### src/rtl/msq_pkg.sv
package msq_pkg;
  // transfer kind: bit 0 = write, bit 1 = I/O space
  typedef enum logic [1:0] {
    K_MEM_RD = 2'b00,
    K_MEM_WR = 2'b01,
    K_IO_RD  = 2'b10,
    K_IO_WR  = 2'b11
  } xfer_kind_e;

  typedef enum logic {
    ST_IDLE = 1'b0,
    ST_RUN  = 1'b1
  } seq_state_e;
endpackage

### src/rtl/msq_decode.sv
// Works out whether a request crosses its boundary, and the lanes and
// base address of each piece.
module msq_decode #(
  parameter int AW = 32,
  parameter int DW = 64,
  parameter int SB = 4
) (
  input  logic [AW-1:0]                addr,
  input  logic [1:0]                   size,
  input  logic                         cx,
  output logic                         split,
  output logic [$clog2(DW/8):0]        lo_cnt,
  output logic [$clog2(DW/8):0]        hi_cnt,
  output logic [$clog2(DW/8)-1:0]      lo_off,
  output logic [$clog2(DW/8)-1:0]      hi_off,
  output logic [AW-1:0]                lo_base,
  output logic [AW-1:0]                hi_base,
  output logic [DW/8-1:0]              lo_be,
  output logic [DW/8-1:0]              hi_be
);
  localparam int LANES = DW / 8;
  localparam int OFFW  = $clog2(LANES);
  localparam int CW    = OFFW + 1;
  localparam int BW    = 2 * LANES;

  logic [CW-1:0] n, bnd, off_b, room;
  logic [AW-1:0] hi_a;
  logic [BW-1:0] lo_run, hi_run, lo_sh, hi_sh;

  always_comb begin
    n      = cx ? CW'(LANES) : (CW'(1) << size);
    bnd    = (n > CW'(SB)) ? CW'(LANES) : CW'(SB);
    off_b  = CW'(addr[OFFW-1:0]) & (bnd - CW'(1));
    room   = bnd - off_b;
    split  = n > room;
    lo_cnt = split ? room : n;
    hi_cnt = n - lo_cnt;
    lo_off = addr[OFFW-1:0];
    hi_a   = addr + AW'(lo_cnt);
    hi_off = hi_a[OFFW-1:0];
    lo_base = {addr[AW-1:OFFW], {OFFW{1'b0}}};
    hi_base = {hi_a[AW-1:OFFW], {OFFW{1'b0}}};
    lo_run = (BW'(1) << lo_cnt) - BW'(1);
    hi_run = (BW'(1) << hi_cnt) - BW'(1);
    lo_sh  = lo_run << lo_off;
    hi_sh  = hi_run << hi_off;
    lo_be  = lo_sh[LANES-1:0];
    hi_be  = hi_sh[LANES-1:0];
  end
endmodule

### src/rtl/msq_lane.sv
// Steers write bytes onto bus lanes, and turns read lanes back into a
// right-justified part for each piece.
module msq_lane #(
  parameter int DW = 64
) (
  input  logic [DW-1:0]           wdata,
  input  logic [DW-1:0]           rdata,
  input  logic                    piece_hi,
  input  logic [$clog2(DW/8)-1:0] lo_off,
  input  logic [$clog2(DW/8)-1:0] hi_off,
  input  logic [$clog2(DW/8):0]   lo_cnt,
  input  logic [$clog2(DW/8):0]   hi_cnt,
  output logic [DW-1:0]           bus_wdata,
  output logic [DW-1:0]           lo_part,
  output logic [DW-1:0]           hi_part
);
  localparam int LANES = DW / 8;
  localparam int CW    = $clog2(LANES) + 1;

  logic [DW-1:0] lo_mask, hi_mask;

  for (genvar i = 0; i < LANES; i++) begin : g_mask
    assign lo_mask[8*i +: 8] = {8{CW'(i) < lo_cnt}};
    assign hi_mask[8*i +: 8] = {8{CW'(i) < hi_cnt}};
  end

  assign bus_wdata = piece_hi ? ((wdata >> (8 * lo_cnt)) << (8 * hi_off))
                              : (wdata << (8 * lo_off));
  assign lo_part   = (rdata >> (8 * lo_off)) & lo_mask;
  assign hi_part   = ((rdata >> (8 * hi_off)) & hi_mask) << (8 * lo_cnt);
endmodule

### src/rtl/msq_ctrl.sv
// Step sequencer: chooses the piece and the direction of every bus cycle.
module msq_ctrl
  import msq_pkg::*;
(
  input  logic clk,
  input  logic rst_n,
  input  logic accept,
  input  logic done,
  input  logic split,
  input  logic cx,
  input  logic io_wr,
  input  logic kind_wr,
  output logic busy,
  output logic piece_hi,
  output logic is_write,
  output logic rsp_pulse
);
  seq_state_e  state;
  logic [2:0]  step;
  logic [2:0]  last_step;
  logic        at_last;

  always_comb begin
    if (cx) last_step = split ? 3'd7 : 3'd1;
    else    last_step = split ? 3'd1 : 3'd0;
    at_last = (step == last_step);
    if (cx)         piece_hi = split & step[0];
    else if (io_wr) piece_hi = split & ~step[0];
    else            piece_hi = split & step[0];
    if (cx) is_write = split ? step[2] : step[0];
    else    is_write = kind_wr;
  end

  assign busy = (state == ST_RUN);

  always_ff @(posedge clk) begin
    if (!rst_n) begin
      state     <= ST_IDLE;
      step      <= '0;
      rsp_pulse <= 1'b0;
    end else begin
      rsp_pulse <= 1'b0;
      case (state)
        ST_IDLE: if (accept) begin
          state <= ST_RUN;
          step  <= '0;
        end
        ST_RUN: if (done) begin
          if (at_last) begin
            state     <= ST_IDLE;
            rsp_pulse <= 1'b1;
          end else begin
            step <= step + 3'd1;
          end
        end
        default: state <= ST_IDLE;
      endcase
    end
  end
endmodule

### src/rtl/xfer_splitter.sv
module xfer_splitter
  import msq_pkg::*;
#(
  parameter int AW = 32,
  parameter int DW = 64,
  parameter int SB = 4
) (
  input  logic            clk,
  input  logic            rst_n,
  input  logic            req_valid,
  output logic            req_ready,
  input  logic [AW-1:0]   req_addr,
  input  logic [1:0]      req_size,
  input  logic [1:0]      req_kind,
  input  logic            req_lock,
  input  logic            req_cmpx,
  input  logic [DW-1:0]   req_wdata,
  output logic            bus_valid,
  input  logic            bus_done,
  output logic [AW-1:0]   bus_addr,
  output logic [DW/8-1:0] bus_be,
  output logic            bus_write,
  output logic            bus_io,
  output logic            bus_lock,
  output logic            bus_scyc,
  output logic [DW-1:0]   bus_wdata,
  input  logic [DW-1:0]   bus_rdata,
  output logic            rsp_valid,
  output logic [DW-1:0]   rsp_rdata
);
  localparam int LANES = DW / 8;
  localparam int OFFW  = $clog2(LANES);

  // request held for the whole sequence
  logic [AW-1:0] r_addr;
  logic [1:0]    r_size;
  xfer_kind_e    r_kind;
  logic          r_lock, r_cx;
  logic [DW-1:0] r_wdata;
  logic [DW-1:0] lo_rd, hi_rd;

  logic               split;
  logic [OFFW:0]      lo_cnt, hi_cnt;
  logic [OFFW-1:0]    lo_off, hi_off;
  logic [AW-1:0]      lo_base, hi_base;
  logic [LANES-1:0]   lo_be, hi_be;
  logic [DW-1:0]      lo_part, hi_part;
  logic               busy, piece_hi, is_write, accept;

  assign req_ready = ~busy;
  assign accept    = req_valid & req_ready;

  always_ff @(posedge clk) begin
    if (!rst_n) begin
      r_addr  <= '0;
      r_size  <= '0;
      r_kind  <= K_MEM_RD;
      r_lock  <= 1'b0;
      r_cx    <= 1'b0;
      r_wdata <= '0;
      lo_rd   <= '0;
      hi_rd   <= '0;
    end else if (accept) begin
      r_addr  <= req_addr;
      r_size  <= req_size;
      r_kind  <= xfer_kind_e'(req_kind);
      r_lock  <= req_lock;
      r_cx    <= req_cmpx;
      r_wdata <= req_wdata;
      lo_rd   <= '0;
      hi_rd   <= '0;
    end else if (busy && bus_done && !is_write) begin
      if (piece_hi) hi_rd <= hi_part;
      else          lo_rd <= lo_part;
    end
  end

  msq_decode #(.AW(AW), .DW(DW), .SB(SB)) u_dec (
    .addr(r_addr), .size(r_size), .cx(r_cx),
    .split(split), .lo_cnt(lo_cnt), .hi_cnt(hi_cnt),
    .lo_off(lo_off), .hi_off(hi_off),
    .lo_base(lo_base), .hi_base(hi_base),
    .lo_be(lo_be), .hi_be(hi_be)
  );

  msq_ctrl u_ctrl (
    .clk(clk), .rst_n(rst_n), .accept(accept), .done(bus_done),
    .split(split), .cx(r_cx), .io_wr(r_kind == K_IO_WR),
    .kind_wr(r_kind[0]), .busy(busy), .piece_hi(piece_hi),
    .is_write(is_write), .rsp_pulse(rsp_valid)
  );

  msq_lane #(.DW(DW)) u_lane (
    .wdata(r_wdata), .rdata(bus_rdata), .piece_hi(piece_hi),
    .lo_off(lo_off), .hi_off(hi_off), .lo_cnt(lo_cnt), .hi_cnt(hi_cnt),
    .bus_wdata(bus_wdata), .lo_part(lo_part), .hi_part(hi_part)
  );

  assign bus_valid = busy;
  assign bus_addr  = piece_hi ? hi_base : lo_base;
  assign bus_be    = piece_hi ? hi_be : lo_be;
  assign bus_write = is_write;
  assign bus_io    = r_kind[1] & ~r_cx;
  assign bus_lock  = r_lock | r_cx;
  assign bus_scyc  = (r_lock | r_cx) & split;
  assign rsp_rdata = lo_rd | hi_rd;
endmodule

### config.mk
export PLATFORM = sky130hd
export DESIGN_NAME = xfer_splitter
export DESIGN_NICKNAME = d
export VERILOG_FILES = /design/src/rtl/msq_pkg.sv /design/src/rtl/msq_decode.sv /design/src/rtl/msq_lane.sv /design/src/rtl/msq_ctrl.sv /design/src/rtl/xfer_splitter.sv
export SDC_FILE = /design/constraint.sdc
export NUM_CORES = 1
export LEC_CHECK = 0
export BUFFER_PORTS_ARGS = -buffer_cell sky130_fd_sc_hd__buf_2
export CELL_PAD_IN_SITES_DETAIL_PLACEMENT = 1
export CELL_PAD_IN_SITES_GLOBAL_PLACEMENT = 2
export CORE_MARGIN = 3
export CORE_UTILIZATION = 35
export DETAILED_ROUTE_END_ITERATION = 8
export HOLD_SLACK_MARGIN = 0.12
export PLACE_DENSITY = 0.85
export SLEW_MARGIN = 30
export SYNTH_ARGS = -nofsm -noshare
export SYNTH_HDL_FRONTEND = slang
export SYNTH_SLANG_ARGS = --single-unit
### constraint.sdc
create_clock -name clk -period 13 [get_ports clk]
set_input_delay 1.95 -clock clk [delete_from_list [all_inputs] [get_ports clk]]
set_output_delay 1.95 -clock clk [all_outputs]
set_load 0.005 [all_outputs]
==> impl_results.html, run 1 <==
<table>
<tr><th>Metric</th><th>Value</th></tr>
<tr><th colspan="2">Outcome</th></tr>
<tr><td>Status</td><td>finished clean</td></tr>
<tr><th colspan="2">Die</th></tr>
<tr><td>Die Span X</td><td>246 um</td></tr>
<tr><td>Starting density of the core</td><td>35.5%</td></tr>
<tr><td>Core Box Area</td><td>0.0566 mm^2</td></tr>
<tr><td>DIE HEIGHT</td><td>246 um</td></tr>
<tr><td>Number of top-level design ports</td><td>345</td></tr>
<tr><td>Die ar.</td><td>0.0604 mm^2</td></tr>
<tr><td>Number of placement rows</td><td>87</td></tr>
<tr><th colspan="2">STA</th></tr>
<tr><td>Clock period minus worst slack</td><td>roughly 11000 ps</td></tr>
<tr><td>Max Clock Skew</td><td>18.3 ps</td></tr>
<tr><td>Final period util</td><td>83.0%</td></tr>
<tr><td>Max-slew violations</td><td>0</td></tr>
<tr><td>Peak Freq</td><td>approximately 93 MHz</td></tr>
<tr><td>Slack of the critical path</td><td>roughly 2200 ps</td></tr>
<tr><td>Total of endpoints with negative setup slack in the final report</td><td>0</td></tr>
<tr><td>Unrepaired setup endpoints after global routing</td><td>false</td></tr>
<tr><td>Number of failing hold endpoints at the final stage</td><td>0</td></tr>
<tr><td>Transition at the pin with the smallest max-transition slack</td><td>1100 ps</td></tr>
<tr><td>Worst max-slew margin expressed relative to the limit</td><td>26.5%</td></tr>
<tr><td>Fin Hold WS</td><td>445 ps</td></tr>
<tr><td>Setup total negative slack</td><td>0 ps</td></tr>
<tr><th colspan="2">CTS</th></tr>
<tr><td>Clock tree from TritonCTS</td><td>built</td></tr>
<tr><td>CTS hold repair buffers</td><td>0</td></tr>
<tr><td>Number of gates resized after CTS</td><td>0</td></tr>
<tr><td>CTS Buf Count</td><td>29</td></tr>
<tr><td>Number of setup buffers added after CTS</td><td>0</td></tr>
<tr><td>Root Buffer Master</td><td>sky130_fd_sc_hd__clkbuf_16</td></tr>
<tr><td>Clock latency on the worst-skew pair</td><td>580 ps</td></tr>
<tr><td>Count of H-tree levels built during CTS</td><td>1</td></tr>
<tr><td>Number of buffers on the longest clock path</td><td>3</td></tr>
<tr><td>Reg clk slew, reported paths</td><td>approximately 60 ps</td></tr>
<tr><td>Number of sinks handled by clock tree synthesis</td><td>235</td></tr>
<tr><th colspan="2">Synthesis</th></tr>
<tr><td>Number of synthesized register bits</td><td>235</td></tr>
<tr><td>Leading cell types by total area after synthesis</td><td>sky130_fd_sc_hd__dfxtp_1, sky130_fd_sc_hd__mux2i_1, sky130_fd_sc_hd__nand2_1, sky130_fd_sc_hd__a21oi_1, sky130_fd_sc_hd__nor2_1</td></tr>
<tr><td>Number of standard cells after synthesis</td><td>2714</td></tr>
<tr><td>Yosys warnings</td><td>0</td></tr>
<tr><td>Mapped cell area</td><td>between 0.02 and 0.025 mm^2</td></tr>
<tr><td>Post-synthesis async set-or-reset flop share</td><td>0%</td></tr>
<tr><td>Library cell with the highest instance count after synthesis</td><td>sky130_fd_sc_hd__nand2_1</td></tr>
<tr><td>Number of synthesized flops with an enable pin</td><td>0</td></tr>
<tr><td>Share of synthesized area occupied by flip-flops and latches</td><td>23.4%</td></tr>
<tr><td>Synth Area per Inst</td><td>7.41 um^2</td></tr>
<tr><td>Top cell type's share of synthesized area</td><td>23.4%</td></tr>
<tr><td>Top_reg_cell synth</td><td>sky130_fd_sc_hd__dfxtp_1</td></tr>
<tr><td>Count of unique library cells instantiated by Yosys</td><td>91</td></tr>
<tr><td>Library cell occupying the most area in the post-synthesis netlist</td><td>sky130_fd_sc_hd__dfxtp_1</td></tr>
<tr><td>List of most frequent post-synthesis cells</td><td>sky130_fd_sc_hd__nand2_1, sky130_fd_sc_hd__dfxtp_1, sky130_fd_sc_hd__nor2_1</td></tr>
<tr><th colspan="2">Critical path</th></tr>
<tr><td>Type of destination of the critical path</td><td>output pin</td></tr>
<tr><td>Arrival time at the worst endpoint</td><td>8840 ps</td></tr>
<tr><td>Critical Path Most Common Cell</td><td>sky130_fd_sc_hd__ha_1</td></tr>
<tr><td>Startpoint type of the worst setup path</td><td>flip-flop</td></tr>
<tr><td>Critical Path Max Stage Delay</td><td>810 ps</td></tr>
<tr><td>Start point of the critical path</td><td>r_addr[1]</td></tr>
<tr><td>Standard cell with the maximum stage delay on the critical path</td><td>sky130_fd_sc_hd__dfxtp_4</td></tr>
<tr><td>Start-to-end type of the worst setup path</td><td>reg -&gt; out</td></tr>
<tr><td>Origin of the critical flop-to-flop path</td><td>r_addr[1]</td></tr>
<tr><td>Worst Reg-to-Reg Cells</td><td>20</td></tr>
<tr><td>Critical path cell sequence</td><td>clkinv_1 -&gt; ha_1 -&gt; inv_1 -&gt; ha_1 -&gt; nor2b_1 -&gt; o211a_2 -&gt; o21ai_4 -&gt; mux2i_4 -&gt; buf_4 -&gt; inv_2 -&gt; fa_1 -&gt; nand2_1 -&gt; or4_1 -&gt; mux2i_1 -&gt; clkinv_1 -&gt; ha_1 -&gt; nor2_1 -&gt; o31a_1 -&gt; nor3_1 -&gt; o21bai_1 -&gt; a221oi_1 -&gt; nand2_1 -&gt; buf_2</td></tr>
<tr><td>Required time at the endpoint of the critical path</td><td>roughly 11000 ps</td></tr>
<tr><td>Highest fanout seen on the critical path</td><td>47</td></tr>
<tr><th colspan="2">Placement</th></tr>
<tr><td>DP Wirelength</td><td>~86000 um</td></tr>
<tr><td>IO buf count</td><td>341</td></tr>
<tr><td>Worst slack at placement</td><td>2970 ps</td></tr>
<tr><td>Cell count after placement</td><td>3622</td></tr>
<tr><td>Post-DP Area</td><td>0.0223 mm^2</td></tr>
<tr><td>Routability congestion estimate</td><td>1.03</td></tr>
<tr><th colspan="2">Global route</th></tr>
<tr><td>Most Used Layer, Global Route</td><td>met2</td></tr>
<tr><td>Pin count of the biggest net entering global routing</td><td>between 100 and 150</td></tr>
<tr><td>Residual overflow from global routing</td><td>0</td></tr>
<tr><td>First-pass GRT wire length</td><td>approximately 160000 um</td></tr>
<tr><td>Global Route met3 Usage</td><td>5.10%</td></tr>
<tr><td>Met2 demand-to-capacity share in global routing</td><td>60.3%</td></tr>
<tr><td>GRT Total Usage</td><td>36.0%</td></tr>
<tr><td>Via count of the first global-routing pass</td><td>23600</td></tr>
<tr><td>Met1 demand-to-capacity share in global routing</td><td>between 40% and 50%</td></tr>
<tr><td>Number of antenna violations at the first check in global routing</td><td>5</td></tr>
<tr><th colspan="2">Power</th></tr>
<tr><td>Largest vdd supply drop</td><td>0.114 mV</td></tr>
<tr><td>P_leak</td><td>around 9.4 nW</td></tr>
<tr><td>Total power draw</td><td>between 3 and 4 mW</td></tr>
<tr><td>Total power divided by cell area</td><td>159 mW/mm^2</td></tr>
<tr><th colspan="2">Min path</th></tr>
<tr><td>Count of cells along the worst hold path</td><td>2</td></tr>
<tr><td>Tightest Hold Check Type</td><td>reg -&gt; reg</td></tr>
<tr><td>Min-Delay Startpoint</td><td>lo_rd[26]</td></tr>
<tr><th colspan="2">Detailed routing</th></tr>
<tr><td>Routed WL per cell</td><td>31.0 um</td></tr>
<tr><td>Final routed DRC violation total</td><td>0</td></tr>
<tr><td>Final wirelength</td><td>114000 um</td></tr>
<tr><td>Violation count after the first detailed-routing iteration</td><td>2295</td></tr>
<tr><td>Number of iterations in the first detailed-routing pass</td><td>8</td></tr>
<tr><td>Via count normalized by instance count</td><td>6.43</td></tr>
<tr><td>Number of nets with antenna violations after routing</td><td>0</td></tr>
<tr><td>Detailed-route via count</td><td>23643</td></tr>
<tr><th colspan="2">Final layout</th></tr>
<tr><td>Share of final-layout standard cells stronger than drive strength 1</td><td>21.9%</td></tr>
<tr><td>Final cell utilization of the core</td><td>41.3%</td></tr>
<tr><td>Layout area overhead</td><td>16.3%</td></tr>
<tr><td>Number of nets in the finished design</td><td>3084</td></tr>
<tr><td>Final Non-Filler Cells</td><td>3677</td></tr>
<tr><td>Final non-filler cell area</td><td>0.0234 mm^2</td></tr>
<tr><th colspan="2">Run</th></tr>
<tr><td>Max Cap Violations</td><td>0</td></tr>
</table>
## final timing paths
check	end	slack [ps]
setup / recovery	bus_be[5]	2210
hold / removal	lo_rd[26]	440
setup reg to reg	hi_rd[24]	5010
hold reg to reg	lo_rd[26]	440
## area by class of cell
cell class | count | area (um^2)
inverter | 42 | 158
clock inverter | 9 | 191
fill | 7085 | 33200
timing repair buffer | 392 | 2100
multi-input combinational | 2197 | 14400
tap | 756 | 946
sequential | 235 | 4720
clock buffer | 44 | 902
antenna | 2 | 5.00
## critical path, delay by kind of cell (launching register included)
| family | cells | cell delay, ps |
|---|---|---|
| mux | 2 | 660 |
| flops | 1 | 810 |
| buf+inv | 6 | 1840 |
| compound gates | 5 | 1380 |
| simple gates | 6 | 1410 |
| fa+ha+maj | 4 | 2100 |
## metal layers
metal  part of all wire (%)  routed length [um]
met1                     40               45300
met2                     46               52700
met3                    6.2                7110
met4                    7.7                8750
met5                  0.018                  20
## flip-flops by register name, summed over array words and instances (netlist names)
name              count
r_lock                1
r_size                2
hi_rd                64
r_cx                  1
u_ctrl.busy           1
r_kind                2
r_addr               32
u_ctrl.step           3
r_wdata              64
lo_rd                64
u_ctrl.rsp_pulse      1
## report_power, final
part           switching (mW)  internal, mW  leakage, nW
clock                   0.335         0.577        0.536
combinational            1.39         0.603         6.92
sequential             0.0577         0.745         1.91
total                    1.78          1.93         9.37
## layout by cell type, fill, tap and decap left out, drive strengths merged, types with 11 or more instances in the layout
| master | count |
|---|---|
| a21oi | 194 |
| and3 | 33 |
| nor2b | 11 |
| nand3 | 65 |
| a31oi | 27 |
| xnor2 | 31 |
| dfxtp | 235 |
| a221o | 16 |
| o31ai | 17 |
| o221ai | 26 |
| a32o | 13 |
| ha | 15 |
| or2 | 67 |
| o211ai | 44 |
| inv | 38 |
| a21o | 17 |
| o22a | 17 |
| mux4 | 25 |
| a2bb2oi | 14 |
| a21boi | 104 |
| a221oi | 20 |
| a211oi | 54 |
| nor3 | 45 |
| nor2 | 234 |
| a22o | 16 |
| o22ai | 66 |
| o21ai | 122 |
| clkbuf | 44 |
| a22oi | 69 |
| mux2 | 56 |
| nand2 | 450 |
| buf | 392 |
| and2 | 14 |
| mux2i | 200 |
## cells by family (layout without fill, tap and decap cells)
logic type      after synthesis  after routing  share of synthesized area, %
mux                         281            281                          15.9
xor+xnor                     41             41                          1.79
buf+inv                     284            487                          5.82
other cells                   1              5                        0.0187
flops                       235            235                          23.4
fa+ha+maj                    17             17                          1.13
simple gates                958            958                          21.0
compound gates              897            897                          31.0
(Power assumes the default switching activity.)
==> inputs of run 2 (changes only) <==
--- a/config.mk
+++ b/config.mk
@@ -9,10 +9,10 @@
 export CELL_PAD_IN_SITES_DETAIL_PLACEMENT = 1
 export CELL_PAD_IN_SITES_GLOBAL_PLACEMENT = 2
 export CORE_MARGIN = 3
-export CORE_UTILIZATION = 35
+export CORE_UTILIZATION = 33
 export DETAILED_ROUTE_END_ITERATION = 8
 export HOLD_SLACK_MARGIN = 0.12
-export PLACE_DENSITY = 0.85
+export PLACE_DENSITY = 0.81
 export SLEW_MARGIN = 30
 export SYNTH_ARGS = -nofsm -noshare
 export SYNTH_HDL_FRONTEND = slang
==> constraint.sdc (replaced) <==
create_clock -name clk -period 10.33 [get_ports clk]
set_input_delay 1.5495 -clock clk [delete_from_list [all_inputs] [get_ports clk]]
set_output_delay 1.5495 -clock clk [all_outputs]
set_load 0.005 [all_outputs]
==> run 2 against run 1 <==
- die area rose by 5.9%
- non-clock buffer count rose by 3
- cell area barely moved
- largest power group unchanged
- power rose by 25%
- highest routed layer unchanged
==> impl_results.html, run 2 (synthesized netlist as in run 1, its figures left out) <==
<table>
<tr><th>Metric</th><th>Value</th></tr>
<tr><th colspan="2">Detailed routing</th></tr>
<tr><td>Final wirelength</td><td>118000 um (+3.7%)</td></tr>
<tr><td>DRT met1 WL</td><td>47800 um (+5.6%)</td></tr>
<tr><td>Top sig layer</td><td>met5</td></tr>
<tr><td>Final routed DRC violation total</td><td>0 (unchanged)</td></tr>
<tr><td>Routed WL per cell</td><td>31.9 um (+3.1%)</td></tr>
<tr><td>Number of iterations in the first detailed-routing pass</td><td>8 (unchanged)</td></tr>
<tr><td>Sum of met2 wire segment lengths after detailed routing</td><td>55000 um (+4.4%)</td></tr>
<tr><td>Number of nets with antenna violations after routing</td><td>0 (unchanged)</td></tr>
<tr><td>Detailed-route via count</td><td>23552 (-0.38%)</td></tr>
<tr><td>Wire length on met3</td><td>6800 um (-4.5%)</td></tr>
<tr><td>Violation count after the first detailed-routing iteration</td><td>2089 (-9.0%)</td></tr>
<tr><td>Via count normalized by instance count</td><td>6.37 (-0.95%)</td></tr>
<tr><th colspan="2">STA</th></tr>
<tr><td>Worst max-slew margin expressed relative to the limit</td><td>26.7% (+0.20 points)</td></tr>
<tr><td>Setup total negative slack</td><td>0 ps (unchanged)</td></tr>
<tr><td>Max Clock Skew</td><td>25.9 ps (+7.60 ps)</td></tr>
<tr><td>Max-slew violations</td><td>0 (unchanged)</td></tr>
<tr><td>Clock period minus worst slack</td><td>9730 ps</td></tr>
<tr><td>Unrepaired setup endpoints after global routing</td><td>false</td></tr>
<tr><td>Number of failing hold endpoints at the final stage</td><td>0 (unchanged)</td></tr>
<tr><td>Peak Freq</td><td>roughly 100 MHz</td></tr>
<tr><td>Final period util</td><td>94.2%</td></tr>
<tr><td>Transition at the pin with the smallest max-transition slack</td><td>1090 ps (-5.58 ps)</td></tr>
<tr><td>Total of endpoints with negative setup slack in the final report</td><td>0 (unchanged)</td></tr>
<tr><td>Slack of the critical path</td><td>602 ps (-1610 ps)</td></tr>
<tr><th colspan="2">Final layout</th></tr>
<tr><td>Layout area overhead</td><td>16.4% (about the same)</td></tr>
<tr><td>Number of nets in the finished design</td><td>3088 (+0.13%)</td></tr>
<tr><td>Commonest non-fill, non-tap cell in the layout</td><td>sky130_fd_sc_hd__nand2_1</td></tr>
<tr><td>Antenna Cells</td><td>0 (-2)</td></tr>
<tr><td>Largest registers</td><td>hi_rd: 64 flops, lo_rd: 64 flops, r_wdata: 64 flops</td></tr>
<tr><td>Most used cells in the layout excluding fill and tap cells</td><td>sky130_fd_sc_hd__nand2_1, sky130_fd_sc_hd__buf_2, sky130_fd_sc_hd__dfxtp_1</td></tr>
<tr><td>Share of final-layout standard cells stronger than drive strength 1</td><td>22.3% (+0.40 points)</td></tr>
<tr><th colspan="2">CTS</th></tr>
<tr><td>Clock tree from TritonCTS</td><td>built</td></tr>
<tr><td>Number of sinks handled by clock tree synthesis</td><td>235 (unchanged)</td></tr>
<tr><td>CTS Buf Count</td><td>30 (+3.4%)</td></tr>
<tr><td>Reg clk slew, reported paths</td><td>60 ps (about the same)</td></tr>
<tr><td>Clock latency on the worst-skew pair</td><td>620 ps (+40 ps)</td></tr>
<tr><td>Number of setup buffers added after CTS</td><td>0 (unchanged)</td></tr>
<tr><td>Number of buffers on the longest clock path</td><td>3 (unchanged)</td></tr>
<tr><td>Root Buffer Master</td><td>sky130_fd_sc_hd__clkbuf_16</td></tr>
<tr><td>Number of gates resized after CTS</td><td>0 (unchanged)</td></tr>
<tr><td>CTS hold repair buffers</td><td>0 (unchanged)</td></tr>
<tr><td>Count of H-tree levels built during CTS</td><td>1 (unchanged)</td></tr>
<tr><th colspan="2">Global route</th></tr>
<tr><td>Residual overflow from global routing</td><td>0 (unchanged)</td></tr>
<tr><td>Number of antenna violations at the first check in global routing</td><td>3 (-2)</td></tr>
<tr><td>Via count of the first global-routing pass</td><td>23647 (+0.20%)</td></tr>
<tr><td>GRT Total Usage</td><td>35.5% (-0.57 points)</td></tr>
<tr><td>First-pass GRT wire length</td><td>168000 um (+3.2%)</td></tr>
<tr><td>Pin count of the biggest net entering global routing</td><td>103 (-22%)</td></tr>
<tr><th colspan="2">Critical path</th></tr>
<tr><td>Critical Path Most Common Cell</td><td>sky130_fd_sc_hd__ha_1</td></tr>
<tr><td>Number of buffer and inverter stages on the critical path</td><td>5 (-1)</td></tr>
<tr><td>Type of destination of the critical path</td><td>output pin</td></tr>
<tr><td>Critical path cell sequence</td><td>clkinv_1 -&gt; ha_1 -&gt; inv_1 -&gt; ha_1 -&gt; nor2b_1 -&gt; o211a_2 -&gt; o21ai_4 -&gt; mux2i_4 -&gt; buf_4 -&gt; ha_1 -&gt; nor2b_1 -&gt; o21a_1 -&gt; or4_1 -&gt; mux2i_1 -&gt; clkinv_1 -&gt; ha_1 -&gt; nor4_1 -&gt; or3_1 -&gt; a32o_1 -&gt; o22ai_1 -&gt; o32ai_1 -&gt; buf_2</td></tr>
<tr><td>Highest fanout seen on the critical path</td><td>42 (-11%)</td></tr>
<tr><td>Standard cell with the maximum stage delay on the critical path</td><td>sky130_fd_sc_hd__dfxtp_4</td></tr>
<tr><td>Required time at the endpoint of the critical path</td><td>8780 ps (-2270 ps)</td></tr>
<tr><td>Start-to-end type of the worst setup path</td><td>reg -&gt; out</td></tr>
<tr><td>Critical Path Max Stage Delay</td><td>720 ps (-90 ps)</td></tr>
<tr><td>Worst path top cell family by delay</td><td>buffers and inverters</td></tr>
<tr><td>Arrival time at the worst endpoint</td><td>8180 ps (-660 ps)</td></tr>
<tr><td>Startpoint type of the worst setup path</td><td>flip-flop</td></tr>
<tr><th colspan="2">Placement</th></tr>
<tr><td>Routability congestion estimate</td><td>1.00 (-2.4%)</td></tr>
<tr><td>Worst slack at placement</td><td>1290 ps (-1680 ps)</td></tr>
<tr><td>IO buf count</td><td>341 (unchanged)</td></tr>
<tr><td>DP Wirelength</td><td>87500 um (+1.5%)</td></tr>
<tr><th colspan="2">Min path</th></tr>
<tr><td>Tightest Hold Check Type</td><td>reg -&gt; reg</td></tr>
<tr><th colspan="2">Power</th></tr>
<tr><td>Combinational share of power</td><td>54.2% (+0.4 points)</td></tr>
<tr><td>Fraction of power consumed by the clock network</td><td>24.1% (-0.5 points)</td></tr>
<tr><td>Sequential Power Share</td><td>21.7% (about the same)</td></tr>
<tr><td>Internal Pwr Total</td><td>2.35 mW (+22%)</td></tr>
<tr><td>Total power divided by cell area</td><td>199 mW/mm^2 (+25%)</td></tr>
<tr><td>Largest vdd supply drop</td><td>0.146 mV (+28%)</td></tr>
<tr><td>Proportion of total power due to net switching</td><td>49.4% (+1.3 points)</td></tr>
<tr><td>Switching component of the power</td><td>2.30 mW (+29%)</td></tr>
<tr><td>P_leak</td><td>9.37 nW (about the same)</td></tr>
<tr><td>Total power draw</td><td>4.65 mW (+25%)</td></tr>
<tr><th colspan="2">Outcome</th></tr>
<tr><td>Status</td><td>finished clean</td></tr>
<tr><th colspan="2">Die</th></tr>
<tr><td>Core Box Area</td><td>0.0597 mm^2 (+5.4%)</td></tr>
<tr><td>Die Span X</td><td>253 um (+2.9%)</td></tr>
<tr><td>Number of top-level design ports</td><td>345 (unchanged)</td></tr>
<tr><td>Starting density of the core</td><td>33.7% (-1.8 points)</td></tr>
<tr><td>Die ar.</td><td>0.0639 mm^2 (+5.9%)</td></tr>
<tr><td>Number of placement rows</td><td>89 (+2.3%)</td></tr>
<tr><td>DIE HEIGHT</td><td>253 um (+2.9%)</td></tr>
<tr><th colspan="2">Run</th></tr>
<tr><td>Max Cap Violations</td><td>0 (unchanged)</td></tr>
</table>
[run 2: changes by cell type in the layout (fill, tap and decap cells not counted), sizes merged]
cell,previous run,this run
inv,38,42
clkinv,7,13
clkbuf,44,36
bufinv,5,4
buf,392,395
diode,2,0
clkinvlp,1,3
[run 2: power groups by stage]
stage	Sequential (mW)	Clock (mW)	Combinational, mW
floorplan	0.982	0	1.52
global placement	1.03	0	2.43
detailed placement	1.03	0	2.43
CTS	1.01	1.15	2.45
global route	1.01	1.18	2.63
finish	1.01	1.12	2.52
[run 2: worst min-delay path: cells and delay by family, from the launching register on]
kind	cells	cell delay, ps
AOI/OAI and AO/OA	1	50
and+or+nand+nor	1	50
DFF	1	300
[run 2: per-stage QoR]
stage | instance area [um^2] | hold slack [ps] | utilization [%] | instances
final | 23400 | 447 | 39.2 | 3698
after global routing | 23400 | 462 | 39.2 | 3698
after CTS | 23400 | 446 | 39.2 | 3698
after detailed placement | 22300 | 438 | 37.4 | 3642
after global placement | 22300 | 424 | 37.4 | 3642
after floorplan | 20100 | 417 | - | 2716
[run 2: path summary, 6_finish.rpt]
kind | from | to | slack [ps] | cells past startpoint
setup / recovery | r_addr[1] | bus_be[6] | 600 | 22
hold / removal | lo_rd[31] | lo_rd[31] | 450 | 2
setup reg to reg | r_addr[1] | hi_rd[24] | 2930 | 19
hold reg to reg | lo_rd[31] | lo_rd[31] | 450 | 2
[run 2: area by class of cell]
class | count | area [um^2]
clock buffer | 36 | 783
clock inverter | 20 | 268
fill | 7370 | 36300
inverter | 42 | 158
multi-input combinational | 2197 | 14400
sequential | 235 | 4720
tap | 773 | 967
timing repair buffer | 395 | 2120
[run 2: layer usage]
layer / GRT usage [%] / vias up
met5: 0 / -
met4: 20.8 / 2
met3: 4.18 / 317
met2: 59.7 / 1087
met1: 43.8 / 11790
li1: - / 10356
